$ cat src/rtl/dbtx_pkg.sv
package dbtx_pkg;

  // Register addresses
  localparam int unsigned ADR_DATA = 0;
  localparam int unsigned ADR_CTRL = 1;
  localparam int unsigned ADR_STAT = 2;

  // Control register layout, bit 0 is txe_ie
  typedef struct packed {
    logic mp_bit;    // bit 6
    logic mp_mode;   // bit 5
    logic two_stop;  // bit 4
    logic par_odd;   // bit 3
    logic par_en;    // bit 2
    logic end_ie;    // bit 1
    logic txe_ie;    // bit 0
  } dbtx_cfg_t;

  localparam int unsigned CFG_W = $bits(dbtx_cfg_t);

  typedef enum logic [2:0] {
    ST_IDLE,
    ST_START,
    ST_DATA,
    ST_EXTRA,
    ST_STOP1,
    ST_STOP2
  } dbtx_state_t;

endpackage

$ cat src/rtl/dbtx_regs.sv
module dbtx_regs
  import dbtx_pkg::*;
#(
  parameter int unsigned DATA_W = 8,
  parameter int unsigned BUS_W  = 8,
  parameter int unsigned ADDR_W = 2
) (
  input  logic              clk,
  input  logic              rst_n,
  input  logic              bus_we,
  input  logic [ADDR_W-1:0] bus_addr,
  input  logic [BUS_W-1:0]  bus_wdata,
  input  logic              load_i,
  input  logic              end_set_i,
  output logic [DATA_W-1:0] hold_o,
  output logic              empty_o,
  output logic              tend_o,
  output dbtx_cfg_t         cfg_o
);

  logic              we_data, we_ctrl, we_stat;
  logic [DATA_W-1:0] hold_q, hold_d;
  logic              empty_q, empty_d;
  logic              tend_q, tend_d;
  dbtx_cfg_t         cfg_q, cfg_d;

  assign we_data = bus_we && (bus_addr == ADDR_W'(ADR_DATA));
  assign we_ctrl = bus_we && (bus_addr == ADDR_W'(ADR_CTRL));
  assign we_stat = bus_we && (bus_addr == ADDR_W'(ADR_STAT));

  always_comb begin
    hold_d  = hold_q;
    empty_d = empty_q;
    tend_d  = tend_q;
    cfg_d   = cfg_q;
    if (we_data) begin
      hold_d  = bus_wdata[DATA_W-1:0];
      empty_d = 1'b0;
      tend_d  = 1'b0;
    end else begin
      if (load_i)
        empty_d = 1'b1;
      if (we_stat && !bus_wdata[1])
        tend_d = 1'b0;
      else if (end_set_i)
        tend_d = 1'b1;
    end
    if (we_ctrl)
      cfg_d = dbtx_cfg_t'(bus_wdata[CFG_W-1:0]);
  end

  always_ff @(posedge clk or negedge rst_n) begin
    if (!rst_n) begin
      hold_q  <= '0;
      empty_q <= 1'b1;
      tend_q  <= 1'b1;
      cfg_q   <= '0;
    end else begin
      hold_q  <= hold_d;
      empty_q <= empty_d;
      tend_q  <= tend_d;
      cfg_q   <= cfg_d;
    end
  end

  assign hold_o  = hold_q;
  assign empty_o = empty_q;
  assign tend_o  = tend_q;
  assign cfg_o   = cfg_q;

endmodule

$ cat src/rtl/dbtx_engine.sv
module dbtx_engine
  import dbtx_pkg::*;
#(
  parameter int unsigned DATA_W = 8,
  parameter int unsigned TICKS  = 16
) (
  input  logic              clk,
  input  logic              rst_n,
  input  logic              tick_i,
  input  logic              empty_i,
  input  logic [DATA_W-1:0] hold_i,
  input  logic              par_en_i,
  input  logic              par_odd_i,
  input  logic              mp_mode_i,
  input  logic              mp_bit_i,
  input  logic              two_stop_i,
  output logic              load_o,
  output logic              end_set_o,
  output logic              busy_o,
  output logic              txd_o
);

  localparam int unsigned CNT_W = (TICKS > 1) ? $clog2(TICKS) : 1;
  localparam int unsigned IDX_W = (DATA_W > 1) ? $clog2(DATA_W) : 1;
  localparam logic [CNT_W-1:0] CNT_MAX = CNT_W'(TICKS - 1);
  localparam logic [IDX_W-1:0] IDX_MAX = IDX_W'(DATA_W - 1);

  dbtx_state_t       state_q, state_d;
  logic [CNT_W-1:0]  cnt_q, cnt_d;
  logic [IDX_W-1:0]  idx_q, idx_d;
  logic [DATA_W-1:0] sh_q, sh_d;
  logic              xbit_q, xbit_d;
  logic              xen_q, xen_d;
  logic              two_q, two_d;
  logic              more_q, more_d;
  logic              chain_q, chain_d;
  logic              bit_end, go_stop, capture;
  logic              cap_xbit;

  assign bit_end  = tick_i && (cnt_q == CNT_MAX);
  assign cap_xbit = mp_mode_i ? mp_bit_i : ((^hold_i) ^ par_odd_i);

  always_comb begin
    state_d = state_q;
    cnt_d   = cnt_q;
    idx_d   = idx_q;
    sh_d    = sh_q;
    xbit_d  = xbit_q;
    xen_d   = xen_q;
    two_d   = two_q;
    more_d  = more_q;
    chain_d = chain_q;
    go_stop = 1'b0;
    capture = 1'b0;
    load_o    = 1'b0;
    end_set_o = 1'b0;

    if (tick_i)
      cnt_d = bit_end ? '0 : cnt_q + 1'b1;

    case (state_q)
      ST_IDLE: begin
        cnt_d = '0;
        if (!empty_i) begin
          capture = 1'b1;
          state_d = ST_START;
        end
      end
      ST_START: begin
        if (bit_end) begin
          state_d = ST_DATA;
          idx_d   = '0;
        end
      end
      ST_DATA: begin
        if (bit_end) begin
          sh_d = sh_q >> 1;
          if (idx_q == IDX_MAX) begin
            if (xen_q) state_d = ST_EXTRA;
            else       go_stop = 1'b1;
          end else begin
            idx_d = idx_q + 1'b1;
          end
        end
      end
      ST_EXTRA: begin
        if (bit_end) go_stop = 1'b1;
      end
      ST_STOP1: begin
        if (bit_end) begin
          if (more_q)       state_d = ST_STOP2;
          else if (chain_q) state_d = ST_START;
          else              state_d = ST_IDLE;
        end
      end
      ST_STOP2: begin
        if (bit_end) state_d = chain_q ? ST_START : ST_IDLE;
      end
      default: state_d = ST_IDLE;
    endcase

    // Holding register is examined only as the first stop bit begins
    if (go_stop) begin
      state_d = ST_STOP1;
      more_d  = two_q;
      chain_d = !empty_i;
      if (!empty_i) capture   = 1'b1;
      else          end_set_o = 1'b1;
    end

    if (capture) begin
      load_o = 1'b1;
      sh_d   = hold_i;
      xbit_d = cap_xbit;
      xen_d  = par_en_i || mp_mode_i;
      two_d  = two_stop_i;
    end
  end

  always_ff @(posedge clk or negedge rst_n) begin
    if (!rst_n) begin
      state_q <= ST_IDLE;
      cnt_q   <= '0;
      idx_q   <= '0;
      sh_q    <= '0;
      xbit_q  <= 1'b0;
      xen_q   <= 1'b0;
      two_q   <= 1'b0;
      more_q  <= 1'b0;
      chain_q <= 1'b0;
    end else begin
      state_q <= state_d;
      cnt_q   <= cnt_d;
      idx_q   <= idx_d;
      sh_q    <= sh_d;
      xbit_q  <= xbit_d;
      xen_q   <= xen_d;
      two_q   <= two_d;
      more_q  <= more_d;
      chain_q <= chain_d;
    end
  end

  always_comb begin
    case (state_q)
      ST_START: txd_o = 1'b0;
      ST_DATA:  txd_o = sh_q[0];
      ST_EXTRA: txd_o = xbit_q;
      default:  txd_o = 1'b1;
    endcase
  end

  assign busy_o = (state_q != ST_IDLE);

endmodule

$ cat src/rtl/dbuf_serial_tx.sv
module dbuf_serial_tx
  import dbtx_pkg::*;
#(
  parameter int unsigned DATA_W = 8,
  parameter int unsigned BUS_W  = 8,
  parameter int unsigned ADDR_W = 2,
  parameter int unsigned TICKS  = 16
) (
  input  logic              clk,
  input  logic              rst_n,
  input  logic              baud_tick,
  input  logic              bus_we,
  input  logic [ADDR_W-1:0] bus_addr,
  input  logic [BUS_W-1:0]  bus_wdata,
  output logic [BUS_W-1:0]  bus_rdata,
  output logic              txd,
  output logic              irq_txe,
  output logic              irq_end
);

  logic [1:0]        rst_sync;
  logic              rst_sync_n;
  logic [DATA_W-1:0] hold;
  logic              tx_empty, tx_end;
  logic              eng_load, eng_end_set, eng_busy;
  logic              we_data;
  dbtx_cfg_t         cfg;

  // Asynchronous assertion, synchronous release
  always_ff @(posedge clk or negedge rst_n) begin
    if (!rst_n) rst_sync <= 2'b00;
    else        rst_sync <= {rst_sync[0], 1'b1};
  end
  assign rst_sync_n = rst_sync[1];

  assign we_data = bus_we && (bus_addr == ADDR_W'(ADR_DATA));

  dbtx_regs #(
    .DATA_W (DATA_W),
    .BUS_W  (BUS_W),
    .ADDR_W (ADDR_W)
  ) u_regs (
    .clk       (clk),
    .rst_n     (rst_sync_n),
    .bus_we    (bus_we),
    .bus_addr  (bus_addr),
    .bus_wdata (bus_wdata),
    .load_i    (eng_load),
    .end_set_i (eng_end_set),
    .hold_o    (hold),
    .empty_o   (tx_empty),
    .tend_o    (tx_end),
    .cfg_o     (cfg)
  );

  dbtx_engine #(
    .DATA_W (DATA_W),
    .TICKS  (TICKS)
  ) u_engine (
    .clk        (clk),
    .rst_n      (rst_sync_n),
    .tick_i     (baud_tick),
    .empty_i    (tx_empty),
    .hold_i     (hold),
    .par_en_i   (cfg.par_en),
    .par_odd_i  (cfg.par_odd),
    .mp_mode_i  (cfg.mp_mode),
    .mp_bit_i   (cfg.mp_bit),
    .two_stop_i (cfg.two_stop),
    .load_o     (eng_load),
    .end_set_o  (eng_end_set),
    .busy_o     (eng_busy),
    .txd_o      (txd)
  );

  always_comb begin
    if (bus_addr == ADDR_W'(ADR_DATA))
      bus_rdata = BUS_W'(hold);
    else if (bus_addr == ADDR_W'(ADR_CTRL))
      bus_rdata = BUS_W'(cfg);
    else if (bus_addr == ADDR_W'(ADR_STAT))
      bus_rdata = BUS_W'({tx_end, tx_empty});
    else
      bus_rdata = '0;
  end

  assign irq_txe = tx_empty && cfg.txe_ie;
  assign irq_end = tx_end && cfg.end_ie;

endmodule

$ cat config.mk
export PLATFORM = sky130hd
export DESIGN_NAME = dbuf_serial_tx
export DESIGN_NICKNAME = d
export VERILOG_FILES = /design/src/rtl/dbtx_pkg.sv /design/src/rtl/dbtx_regs.sv /design/src/rtl/dbtx_engine.sv /design/src/rtl/dbuf_serial_tx.sv
export SDC_FILE = /design/constraint.sdc
export NUM_CORES = 1
export LEC_CHECK = 0
export ABC_CLOCK_PERIOD_IN_PS = 1400
export CAP_MARGIN = 20
export CORE_MARGIN = 1.5
export CORE_UTILIZATION = 50
export CTS_CLUSTER_DIAMETER = 120
export DETAILED_ROUTE_END_ITERATION = 12
export HOLD_SLACK_MARGIN = 0.15
export PLACE_DENSITY_LB_ADDON = 0.05
export SLEW_MARGIN = 5
export SYNTH_ARGS = -nofsm -noshare
export SYNTH_HDL_FRONTEND = slang
export SYNTH_SLANG_ARGS = --single-unit
$ cat constraint.sdc
create_clock -name clk -period 1.4 [get_ports clk]
set_input_delay 0.42 -clock clk [delete_from_list [all_inputs] [get_ports clk]]
set_output_delay 0.42 -clock clk [all_outputs]
set_load 0.1 [all_outputs]
## After elaboration in Yosys (flattened, before gate mapping)

Cells that the tools add are included.

- Flip-flop bits (word level): 42
- Input bits: 14
- Logic and storage cells: 108
- Output and inout bits: 11

- Bitwise operators: 1
- Reduce and logical (&&, ||, !) cells: 22
- Eq/ne operators: 20
- Multiplexer cells: 43
- Add/subtract/negate cells: 2

Operator list:

| operator | number |
|---|---|
| $mux W3 | 12 |
| $mux W8 | 4 |
| $mux W1 | 18 |
| $ne A3 B1 Y1 const B | 6 |
| $pmux W3 S6 | 1 |
| $mux W4 | 3 |
| $reduce_bool A2 Y1 | 5 |
| $eq A3 B3 Y1 const B | 3 |
| $reduce_and A8 Y1 | 1 |
| $reduce_xor A8 Y1 | 1 |
| $logic_and A1 B1 Y1 | 7 |
| $mux W7 | 1 |
| $eq A3 B2 Y1 const B | 2 |
| $ne A2 B1 Y1 const B | 3 |
| $pmux W3 S2 | 1 |
| $add A4 B1 Y4 const B | 1 |
| $eq A4 B4 Y1 const B | 1 |
| $reduce_and A4 Y1 | 1 |
| $add A3 B1 Y3 const B | 1 |
| $eq A3 B1 Y1 const B | 1 |
| $logic_not A3 Y1 | 1 |
| $ne A3 B2 Y1 const B | 1 |
| $pmux W1 S3 | 1 |
| $reduce_bool A3 Y1 | 1 |
| other kinds (10) | 11 |

## Logic depth before layout (Yosys ltp)

Gate-level depths: netlist of the first run.

- Word-level depth: 8
- Gate-level depth with buffers: 8
- Mapped depth without buffers: 7

## Modules after synthesis

Synthesis of the first run repeated with hierarchy kept, for this count alone.

- Cell total of the unflattened synthesis: 197
- Area, all modules: 2133.3 µm²

Modules (own cells, without submodules):

| module | seq. area each (µm²) | area each (µm²) | cells each | instances |
|---|---|---|---|---|
| dbtx_engine | 575.6 | 1268.7 | 134 | 1 |
| dbtx_regs | 427.9 | 648.1 | 40 | 1 |
| dbuf_serial_tx | 50.0 | 216.5 | 23 | 1 |

## Worst setup path before layout of the first run

OpenSTA, ideal clock, no wires.

- Path type: input -> output
- Start point: input bus_addr[1]
- End point: output bus_rdata[0]
- Arrival: 2.937 ns
- Cell stages on the path: 3
- Path slack: -1.957 ns
- Buffers on the path: 1
- Cell sequence: clkbuf_1 mux2i_1 o21ai_0

- Cells in the longest elaborated chain, start to end: 4

RTL lines:

| item | RTL line | text |
|---|---|---|
| from (decl) | dbuf_serial_tx.sv:13 | `input logic [ADDR_W-1:0] bus_addr,` |
| $eq A2 B2 Y1 | dbuf_serial_tx.sv:81 | `else if (bus_addr == ADDR_W'(ADR_STAT))` |
| $mux W2 | dbuf_serial_tx.sv:81 |  |
| $mux W7 | dbuf_serial_tx.sv:79 | `else if (bus_addr == ADDR_W'(ADR_CTRL))` |
| $mux W8 * | dbuf_serial_tx.sv:77 | `if (bus_addr == ADDR_W'(ADR_DATA))` |
| to (decl) | dbuf_serial_tx.sv:15 | `output logic [BUS_W-1:0] bus_rdata,` |

Every way passes the cells marked *; elsewhere a longest branch is shown, timed or not.

## Final worst setup path of the first run

- Start point: register u_engine.state_q[1]
- End point: output txd

- Cells in the longest elaborated chain, start to end: 2

RTL lines:

| item | RTL line | text |
|---|---|---|
| from (decl) | dbtx_engine.sv:28 | `dbtx_state_t state_q, state_d;` |
| from (signal assigned) | dbtx_engine.sv:132 | `state_q <= state_d;` |
| $eq A3 B2 Y1 / $eq A3 B1 Y1 (equally long branches) | dbtx_engine.sv:145 | `case (state_q)` |
| $pmux W1 S3 * | dbtx_engine.sv:145 |  |
| to (decl) | dbuf_serial_tx.sv:16 | `output logic txd,` |

Marks and branches as above.

==> results of run 1 <==
-- registers in the layout, summed over array words and instances (netlist names) --
register / count
u_engine.state_q: 3
u_regs.empty_o: 1
u_engine.sh_q: 8
rst_sync: 2
u_regs.cfg_o: 7
u_engine.more_q: 1
u_regs.tend_o: 1
u_engine.idx_q: 3
u_engine.chain_q: 1
u_regs.hold_o: 8
u_engine.cnt_q: 4
u_engine.xen_q: 1
u_engine.two_q: 1
u_engine.xbit_q: 1
-- synthesized netlist by cell type, types with 2 or more instances --
cell type,count,area share [%]
a21oi_1,8,1.8
a21oi_2,7,2.8
a22oi_1,2,0.69
and2_1,2,0.58
buf_2,5,1.2
buf_4,2,0.69
buf_6,2,1.0
dfrtp_1,40,46
dfstp_2,2,2.4
ha_1,3,1.7
inv_1,5,0.87
mux2_2,14,7.3
mux2i_1,18,8.3
nand2_1,18,3.1
nand3_1,2,0.46
nor2_1,16,2.8
nor2_2,7,2.0
nor3_1,3,0.69
o21ai_0,10,2.3
o21ai_2,3,1.2
o31ai_1,2,0.69
xnor2_1,5,2.0
xor2_1,2,0.81
-- critical path: cells and delay by family, from the launching register on --
kind            cells  cell delay, ns
buf+inv             2            0.22
compound gates      2            0.53
flops               1            0.42
-- logic make-up after synthesis --
logic type,count (synthesis)
compound gates,39
xor+xnor,8
fa+ha+maj,3
buf+inv,16
flops,42
mux,33
other cells,1
simple gates,56
-- layout by cell type (no fill, tap or decap), drive strengths merged, types with 2 or more instances in the layout --
cell,Yosys,layout
nor3,3,3
xor2,2,2
clkdlybuf4s50,0,9
buf,9,85
o21ai,13,13
nor2,23,23
inv,5,5
dfrtp,40,40
nand2,18,18
xnor2,5,5
clkbuf,1,7
and2,2,2
dlygate4sd2,0,2
o31ai,2,2
a22oi,2,2
a21oi,15,15
mux2,15,15
dfstp,2,2
mux2i,18,18
nand3,3,3
ha,3,3
-- metrics by stage --
step                power [mW]  TNS, ns  instances  setup WS, ns  hold slack [ns]
CTS                       5.76    -7.72        335        -0.443            0.260
detailed placement        4.34   -26.17        311        -0.687            0.255
finish                    6.25    -8.69        343        -0.488            0.252
floorplan                 3.41    -5.61        198        -0.372            0.124
global placement          4.22   -24.56        311        -0.671            0.244
global route              6.45   -10.02        343        -0.504            0.273
-- power by group --
group / total (mW) / switching [mW] / internal, mW
logic: 3.49 / 1.79 / 1.69
clock network: 0.801 / 0.447 / 0.354
registers: 1.96 / 0.386 / 1.57
total: 6.25 / 2.63 / 3.62
-- area by class of cell --
type                    instances  area share, %
clock buffers                   7           2.06
clock inverters                 1          0.203
inverters                       6          0.879
multi-input cells             140           37.9
flip-flops and latches         42           28.7
well taps                      50           1.69
repair buffers                 97           28.6
-- routing by layer --
metal	vias to the layer above	wire length, um	global-route usage [%]
li1	884	-	-
met1	1015	2960	40.0
met2	154	4060	56.6
met3	59	450	7.14
met4	0	549	19.4
met5	-	0	0
-- worst max-delay path by stage --
stage	endpoint	slack, ns
after floorplan	bus_rdata[7]	-0.37
after global placement	bus_rdata[4]	-0.67
after detailed placement	bus_rdata[4]	-0.69
after CTS	txd	-0.44
after global routing	txd	-0.50
final	txd	-0.49
-- repair_timing --
action | 4_1_cts | 5_1_grt
hold buffers | 0 | 0
gates cloned | 4 | 0
endpoints found under the setup margin | 48 | 36
gates resized for setup | 77 | 35
setup buffers | 13 | 11
pin swaps | 15 | 11
==> results.md, run 1 <==
- RSZ-0062 raised after global routing: true
- Design Area, Final: 3700 um2
- ANT cells: 0
- Ys async rst share: 100%
- H-tree depth: 2
- Final period util: 135%
- Number of core rows: 23
- R2R cell count: 6
- Core box area: 4090 um2
- Critical R2R Launch: u_engine.cnt_q[0]
- CTS Buffer Depth: 2
- Gr ovfl total: 0
- DRT iter0 DRCs: 244
- Main combinational cell family by area after synthesis: multiplexers
- CP max stage cell: dfrtp_1
- Fin. Hold Viols: 0
- GR Util All Layers: 33.8%
- Critical Path Max Stage Delay: 0.42 ns
- Area share of xor/xnor cells in the synthesized design: 3.87%
- Sink Count: 42
- Crit path launch type: flip-flop
- Largest net degree at the start of global routing: 41
- Synthesized Nets: 215
- Synth Flop Type: dfrtp_1
- Die span in y: 68.8 um
- Final WL: 8010 um
- Worst setup margin: -0.488 ns
- Gate Count Post-Synth: 198
- R2R setup slack: -0.43 ns
- HP Class: flip-flop to async pin
- Synth cell types: 43
- Max Slew Vio Count: 0
- First-pass GRT wire length: 11200 um
- Fraction of the mapped netlist area in simple logic gates: 12.3%
- Die area: 4740 um2
- DP HPWL: 3830 um
- Number of enable flip-flop cells after synthesis: 0
- Worst reg2reg endpoint: u_engine.two_q
- Crit. End Element: output port
- Final Util: 90.6%
- Final setup fails: 34
- IO Pins: 25
- Routed vias: 2112
- Mean Syn Cell Area: 10.9 um2
- Initial antenna violation count: 0
- Reg clk slew, reported paths: 0.09 ns
- Share of layout cells above drive strength 1: 63.8%
- Peak supply drop: 1.29 mV
- Initial Util: 53.0%
- Failing checks: negative setup slack
- WS Path Type: flip-flop to output port
- Vias per Instance: 6.16
- Status: complete, but fails checks
- TritonCTS buffer count: 5
- Tmin final: 1.89 ns
- Fin nets: 309
- Synth Register Bits: 42
- TritonCTS clock tree: yes
- DRC errors left: 0
- WL/cell: 23.4 um
- Seq/Total Area, Yosys: 48.6%
- Clock Tree Root: clkbuf_8
- Area growth from synthesis to layout: 70.8%
- Clock skew: 0.00513 ns
- Post-Synth Adder-Cell Area: 1.73%
- CP Launch Point: u_engine.state_q[1]
- Synth warnings: 0
- Mux share of post-synthesis cell area: 16.3%
- Multi-input gate area: 1400 um2
- Pleak: 1.61 nW
- Reg area: 1060 um2
- Die X: 68.8 um
- Vias in the first global route: 2121
- Worst-Skew Late Latency: 0.30 ns
- Critical path data required time: 0.98 ns
- IO Port Bufs: 24
- Maxcap violations: 0
- CP Data Arrival Time: 1.47 ns
- Fillers: 152
- Routed Antenna Nets: 0
- PwrDens: 1690 nW/um2
- GPL Wtd Cong: 0.858
- Placed Area: 3030 um2
- Critical path fanouts, max: 2
- Worst-path cell chain: inv_4 > o21a_1 > a311o_2 > buf_12
- Fmax: 0.530 GHz
- Mapped Area: 2170 um2
- DRT Pass-1 Iters: 5
- Synth Area in Compound Gates: 12.9%
Power figures use the tool's default switching activity.
==> run 2: changes to the inputs <==
CELL_PAD_IN_SITES_DETAIL_PLACEMENT = 1   (was not set)
CELL_PAD_IN_SITES_GLOBAL_PLACEMENT = 1   (was not set)
CORE_UTILIZATION = 40   (was 50)
==> results.md, run 2 (synthesis gave the netlist of run 1 again) <==
- Vias per Instance: 5.29 (-14%)
- Most frequent cells in the layout: buf_4, dfrtp_1, buf_12, buf_6, nand2_1
- Final WL: 7100 um (-11%)
- Reg clk slew, reported paths: 0.09 ns (about the same)
- IO Port Bufs: 24 (unchanged)
- Crit. End Element: output port
- Peak supply drop: 0.748 mV (-42%)
- Initial Util: 41.9% (-11 points)
- Max Slew Vio Count: 0 (unchanged)
- Tmin final: 1.87 ns (-0.0209 ns)
- Final setup fails: 30 (-12%)
- PwrDens: 1630 nW/um2 (-3.6%)
- Worst setup margin: -0.467 ns (+0.0209 ns)
- WL/cell: 19.7 um (-16%)
- Routed Antenna Nets: 0 (unchanged)
- Largest delay share family, worst path: compound AO/OA/AOI/OAI gates
- Number of core rows: 26 (+13%)
- H-tree depth: 2 (unchanged)
- Clock Tree Root: clkbuf_8
- Area growth from synthesis to layout: 69.5%
- Initial antenna violation count: 0 (unchanged)
- Clock skew: 0.00800 ns (+0.00287 ns)
- TritonCTS buffer count: 5 (unchanged)
- First-pass GRT wire length: 11800 um (+5.1%)
- DRT Pass-1 Iters: 4 (-1)
- Vias in the first global route: 2251 (+6.1%)
- Die area: 5870 um2 (+24%)
- Core box area: 5170 um2 (+27%)
- Logic pwr share: 55.0% (-0.8 points)
- Int Power: 3.56 mW (-1.6%)
- Critical path fanouts, max: 3 (+1)
- DRC errors left: 0 (unchanged)
- Routed vias: 1903 (-9.9%)
- Pre-CTS WS: -0.722 ns (-0.0355 ns)
- GPL Wtd Cong: 0.815 (-5.0%)
- DRT iter0 DRCs: 76 (-69%)
- Fin. Hold Viols: 0 (unchanged)
- DP HPWL: 4300 um (+12%)
- Sw frac: 40.3% (-1.7 points)
- Gr ovfl total: 0 (unchanged)
- Switching power: 2.41 mW (-8.2%)
- R2R cell count: 7 (+1)
- CP Depth: 4 (unchanged)
- Fmax: 0.536 GHz (+1.1%)
- CTS Buffer Depth: 2 (unchanged)
- CP Buf/Inv Count: 2 (unchanged)
- Pleak: 1.60 nW (-0.80%)
- Status: complete, but fails checks
- Critical path data required time: 0.98 ns (about the same)
- RSZ-0062 raised after global routing: true
- Failing checks: negative setup slack
- IO Pins: 25 (unchanged)
- GR Util All Layers: 25.9% (-7.8 points)
- Die X: 76.6 um (+11%)
- Final hold slack: 0.246 ns (-0.00562 ns)
- ANT cells: 0 (unchanged)
- Clock share of power: 13.6% (+0.8 points)
- Critical Path Max Stage Delay: 0.43 ns (about the same)
- TritonCTS clock tree: yes
- Largest net degree at the start of global routing: 41 (unchanged)
- Final Util: 71.0% (-20 points)
- CP Data Arrival Time: 1.45 ns (-0.02 ns)
- Crit path launch type: flip-flop
- Worst-Skew Late Latency: 0.31 ns (about the same)
- WS Path Type: flip-flop to output port
- Die span in y: 76.6 um (+11%)
- CTS Hold Buffers Added: 0 (unchanged)
- Share of layout cells above drive strength 1: 62.1% (-1.8 points)
- Final period util: 133% (-1.5 points)
- HP Class: flip-flop to async pin
- Sink Count: 42 (unchanged)
- Fin nets: 306 (-0.97%)
- Worst-path cell chain: inv_4 > o21a_1 > a311o_2 > buf_12
- Maxcap violations: 0 (unchanged)
- Most common cell after layout, fill and taps aside: buf_4
- CP max stage cell: dfrtp_1
- Register share of total power: 31.4% (about the same)
[run 2: cell count changes in the layout (fill, tap and decap cells not counted), moves of 3 or more]
cell	delta
buf_6	-3
mux2_4	+5
nand2_2	+4
a21oi_4	+3
nand2_4	-3
nor2_2	+5
a21oi_2	-5
nor2_4	-5
mux2_2	-5
[run 2: worst paths after layout]
kind	slack (ns)	end	from
worst max-delay path	-0.47	txd	u_engine.state_q[1]
worst min-delay path	0.25	u_regs.cfg_o[4]	rst_sync[1]
worst max register to register	-0.39	u_engine.two_q	u_engine.idx_q[1]
worst min register to register	0.25	u_regs.cfg_o[4]	rst_sync[1]
max in group asynchronous	0.88	u_regs.empty_o	rst_sync[1]
min in group clk	0.37	rst_sync[1]	rst_sync[0]
[run 2: power by group through the flow]
stage	clock network [mW]	registers, mW	logic (mW)
after floorplan	0	1.82	1.59
after global placement	0	1.84	2.39
after detailed placement	0	1.86	2.51
after CTS	0.824	1.87	3.11
after global routing	0.880	1.91	3.48
final	0.815	1.87	3.28
[run 2: final cells by class]
cell class / count / area [um2]
multi-input combinational: 140 / 1380
tap: 70 / 87.6
fill: 476 / 1500
inverter: 6 / 30.0
clock inverter: 3 / 21.3
timing repair buffer: 94 / 1030
clock buffer: 5 / 68.8
sequential: 42 / 1060
[run 2: metal layers]
layer / global-route usage [%] / share of wire (%) / wire, um / vias up
met5: 0 / 0 / 0 / -
met4: 8.33 / 2.0 / 142 / 0
met3: 4.19 / 2.5 / 180 / 12
met2: 49.2 / 57 / 4030 / 37
met1: 29.4 / 39 / 2750 / 979
li1: - / - / - / 875
[run 2: repair_timing]
action	CTS	global route
pin swaps	12	12
gates resized for setup	80	22
setup endpoints to repair	47	36
buffers inserted	17	6
cloned	4	0
[run 2: per-stage QoR]
step                std cells  power (mW)  instance area (um2)  setup TNS (ns)
finish                    360        5.97                 3670           -7.69
global route              360        6.27                 3670           -9.62
CTS                       358        5.80                 3620           -8.13
detailed placement        330        4.38                 3060          -27.00
global placement          330        4.22                 3060          -24.07
floorplan                 198        3.41                 2340           -5.61
